===== src/rtl/mode_sync_ctl.sv =====
module mode_sync_ctl #(
  parameter int SYNC_W = 3
) (
  input  logic              clk,
  input  logic              rst_n,
  input  logic              wr_en,
  input  logic [7:0]        wr_data,
  output logic [7:0]        rd_data,
  output logic              soft_rst,
  output logic              run_en,
  output logic              mode_sreal,
  output logic              mode_dreal,
  output logic              mode_cplx,
  output logic              mode_err,
  output logic              sync_master,
  output logic [SYNC_W-1:0] sync_oe
);
  localparam logic [3:0] CTL_RST = 4'b0001;

  logic [3:0] ctl_q;

  always_ff @(posedge clk or negedge rst_n) begin
    if (!rst_n)     ctl_q <= CTL_RST;
    else if (wr_en) ctl_q <= wr_data[3:0];
  end

  assign rd_data     = {4'b0000, ctl_q};
  assign soft_rst    = ctl_q[0];
  assign mode_sreal  = (ctl_q[2:0] == 3'b000);
  assign mode_dreal  = (ctl_q[2:0] == 3'b010);
  assign mode_cplx   = (ctl_q[2:0] == 3'b100);
  assign mode_err    = (ctl_q[2:0] == 3'b110);
  assign run_en      = mode_sreal | mode_dreal | mode_cplx;
  assign sync_master = ctl_q[3];
  assign sync_oe     = {SYNC_W{ctl_q[3]}};
endmodule



===== config.mk =====
export PLATFORM = sky130hd
export DESIGN_NAME = mode_sync_ctl
export DESIGN_NICKNAME = d
export VERILOG_FILES = /design/src/rtl/mode_sync_ctl.sv
export SDC_FILE = /design/constraint.sdc
export NUM_CORES = 1
export LEC_CHECK = 0
export BUFFER_PORTS_ARGS = -buffer_cell sky130_fd_sc_hd__buf_4
export CAP_MARGIN = 20
export CORE_AREA = 2 2 39 41
export DETAILED_ROUTE_END_ITERATION = 10
export DIE_AREA = 0 0 41 43
export PLACE_DENSITY = 0.62
export SETUP_SLACK_MARGIN = 0.02
export SYNTH_ARGS = -nofsm -noshare
export SYNTH_HDL_FRONTEND = slang
export SYNTH_SLANG_ARGS = --single-unit

===== constraint.sdc =====
create_clock -name clk -period 2.6 [get_ports clk]
set_clock_uncertainty 0.1 [all_clocks]
set_input_delay 0.26 -clock clk [delete_from_list [all_inputs] [get_ports clk]]
set_output_delay 0.26 -clock clk [all_outputs]
set_load 0.005 [all_outputs]

Word-level counts from Yosys, hierarchy flattened
Index checks and enable logic that the tools add are counted.
{"block": "word_totals", "register_bits": 4, "latch_bits": 0, "mem_bits_rw": 0, "rom_bits": 0, "in_bits": 11, "output_inout_bits": 18, "word_cells": 7, "memories": 0}
{"block": "classes", "n_addsub": 0, "mul": 0, "n_div": 0, "magnitude_cmp": 0, "n_eq_ne": 3, "n_shift": 0, "mux": 0, "bitwise": 2, "reduce_logical": 1}
{"cell": "3-bit == test, second input constant", "count": 2}
{"cell": "3-bit by 2-bit == test with 1-bit output, second input constant", "count": 1}
{"cell": "3-bit zero test", "count": 1}
{"cell": "1-bit OR", "count": 2}

Logic depth before layout (Yosys ltp)
{"block": "depth", "ltp_word": 3, "mapped_depth": 1}

Worst setup path after synthesis
OpenSTA, ideal clock, no wires.
{"block": "synth_timing", "path_type": "register to output", "from": "register ctl_q[0]", "to": "output mode_err", "t_arrival_ps": 755, "path_slack_ps": 1485, "path_stages_with_launch": 2, "path_buffers": 0, "cell_sequence": "dfstp_2 -> and3b_1"}
{"block": "synth_via", "elab_chain_cells": 1}
{"item": "start: declaration", "line": "20", "source": "logic [3:0] ctl_q;"}
{"item": "start signal: assignment", "line": "24", "source": "else if (wr_en) ctl_q <= wr_data[3:0];"}
{"item": "3-bit == test", "line": "32", "source": "assign mode_err = (ctl_q[2:0] == 3'b110);"}
{"item": "end: declaration", "line": "14", "source": "output logic mode_err,"}
No other way between the ends.

Worst setup path after layout
Same ends and word-level chain as after synthesis.

==> flow_summary.yaml <==
min_path:
  hold_class: "in -> reg"
  min_to: "ctl_q[3]"
  hp-start: "wr_data[3]"
  hold_depth: 2
yosys:
  synth.area.mux_share_pct: 17.9
  synth.most_common_cell: "buf_4"
  avgSynthCellArea_um2: 10.9
  synth-compound-area-share_pct: 1.99
  synth_area_leader_cell: "dfrtp_1"
  syn_inst: 23
  synth_top_cells_by_count: "buf_4 (9), mux2_2 (4), dfrtp_1 (3)"
  synth_xor_area_share_pct: 0
  synth_area_leaders: "dfrtp_1 (30%), buf_4 (27%), mux2_2 (18%)"
  synth-seq-cells: 4
  yosys.cell_types.count: 9
  async_flop_share_pct: 100
  synth_top_family_by_area: "buffers and inverters"
  synth_fa_ha_area_share_pct: 0
  ys.flop_type: "dfrtp_1"
  yosysWarnings: 0
  synth_area_um2: 251
  synth_top_area_share_pct: 29.9
  synth_edf_count: 0
  synth_simple_gate_area_share_pct: 11.4
  synth.yosys.seq_area_share_pct: 40.3
global_route:
  grt_pass1_vias: 189
  antenna_found_initial: 0
  grt_max_degree: 9
  overflow: 0
  grt_pass1_wl_um: 772
  grt_usage_pct: 7.26
finish:
  largest_reg_flops: 4
  reg_top3: "ctl_q x4"
  area_growth_pct: 59.7
  nets: 54
  drive_above_1_share_pct: 66.7
  antenna_cells: 0
  fin_util_pct: 29.0
  fillers: 156
  largest-register: "ctl_q"
floorplan:
  placementRows: 14
  die_h_um: 43
  dieArea_mm2: 0.00176
  die_x_um: 41
  boundaryPins: 29
  initial_core_util_pct: 18.2
  coreArea_mm2: 0.00138
clock_tree:
  cts_tree: "done"
  insertion_delay_ns: 0.23
  htreeDepth: 1
  cts_buffer_depth: 2
  clock_sinks: 4
  path_clk_slew_ns: 0.04
  cts_inserted_buffers: 3
  post_cts_buffers: 0
  cts_root_buf: "clkbuf_4"
run:
  cap_violations: 0
sta:
  setup_viol: 0
  rsz0062_at_grt: "no"
  fin_ws_ns: 1.11
  timing.hold.ws_ns: 0.149
  slew_violations: 0
  fmax_mhz: 670
  finalHoldViolCount: 0
  timing.final.crit_share_pct: 57.4
  fin_crit_ns: 1.49
  final.setup.tns_ns: 0
route:
  drt-total-wl_um: 505
  wl_per_cell_um: 8.71
  route.antenna.remaining_nets: 0
  via_per_inst: 3.84
  dr.pass1.iters: 2
  vias: 223
  route.detailed.drc: 0
  initialDrtViolationCount: 1
critical_path:
  path_class: "reg -> out"
  start_kind: "flip-flop"
  arrival_ns: 1.13
  required_ns: 2.24
  endpoint_kind: "output pin"
  rrSetupSlack_ns: 1.67
  worstRegToRegCells: 1
  r2r-end: "ctl_q[1]"
  regToRegStartpoint: "ctl_q[1]"
  critPathMaxFanout: 8
pwr:
  power.density_mw_per_mm2: 557
  ir_drop_mv: 0.123
  power_leakage_nw: 0.204
outcome:
  outcome: "finished, final reports clean"
place:
  pre_cts_slack_ns: 1.35
  gp_congestion: 0.629
  portBuffers: 20
## how the worst max path moves through the flow
stage,start,end,cells after the start
finish,ctl_q[0],mode_err,2
detailed placement,ctl_q[0],mode_err,2
global route,ctl_q[0],mode_err,2
CTS,ctl_q[0],mode_err,2
global placement,ctl_q[0],mode_err,2
floorplan,ctl_q[0],mode_err,1
## metrics by stage
step	cell area [um^2]	instances	total power [mW]
after floorplan	263	26	0.110
after global placement	365	53	0.137
after detailed placement	365	53	0.138
after CTS	402	58	0.228
after global routing	402	58	0.237
final	402	58	0.224
## placed cells by master (no fill, tap or decap)
cell type | synthesis | layout
nor3_1 | 1 | 1
clkbuf_4 | 0 | 3
a21oi_1 | 1 | 1
mux2_2 | 4 | 4
dfstp_2 | 1 | 1
nor3b_1 | 2 | 2
dfrtp_1 | 3 | 3
dlygate4sd3_1 | 0 | 1
clkbuf_1 | 0 | 1
conb_1 | 1 | 4
and3b_1 | 1 | 1
buf_4 | 9 | 20
## cells by family after synthesis
| family | Yosys count |
|---|---|
| flops | 4 |
| simple gates | 4 |
| buf+inv | 9 |
| compound gates | 1 |
| other cells | 1 |
| mux | 4 |
## metal layers
layer | vias to the layer above | wire, um | GRT usage, %
met5 | - | 0 | 0
met4 | 0 | 15 | 10.0
met3 | 2 | 53 | 3.14
li1 | 101 | - | -
met2 | 14 | 289 | 10.0
met1 | 106 | 146 | 6.19
## cell type report
| cell class | instances | area, um^2 | area share [%] |
|---|---|---|---|
| repair buffers | 21 | 160 | 39.9 |
| flip-flops and latches | 4 | 101 | 25.2 |
| multi-input cells | 13 | 93.8 | 23.4 |
| clock buffers | 4 | 26.3 | 6.54 |
| well taps | 16 | 20.0 | 4.98 |
## timing repair
item,CTS,global route
hold endpoints to repair,4,0
gates resized for setup,0,0
hold buffers,1,0
## power by group
part	internal, mW	total, mW	switching (mW)
registers	0.0701	0.0806	0.0104
logic	0.0393	0.0562	0.0168
clock network	0.0578	0.0872	0.0293
total	0.167	0.224	0.0566
## critical path, stage by stage, from the launching register on
cell	delay [ns]
dfstp_2	0.58
and3b_1	0.19
buf_4	0.13
Power figures use the tool's default switching activity.
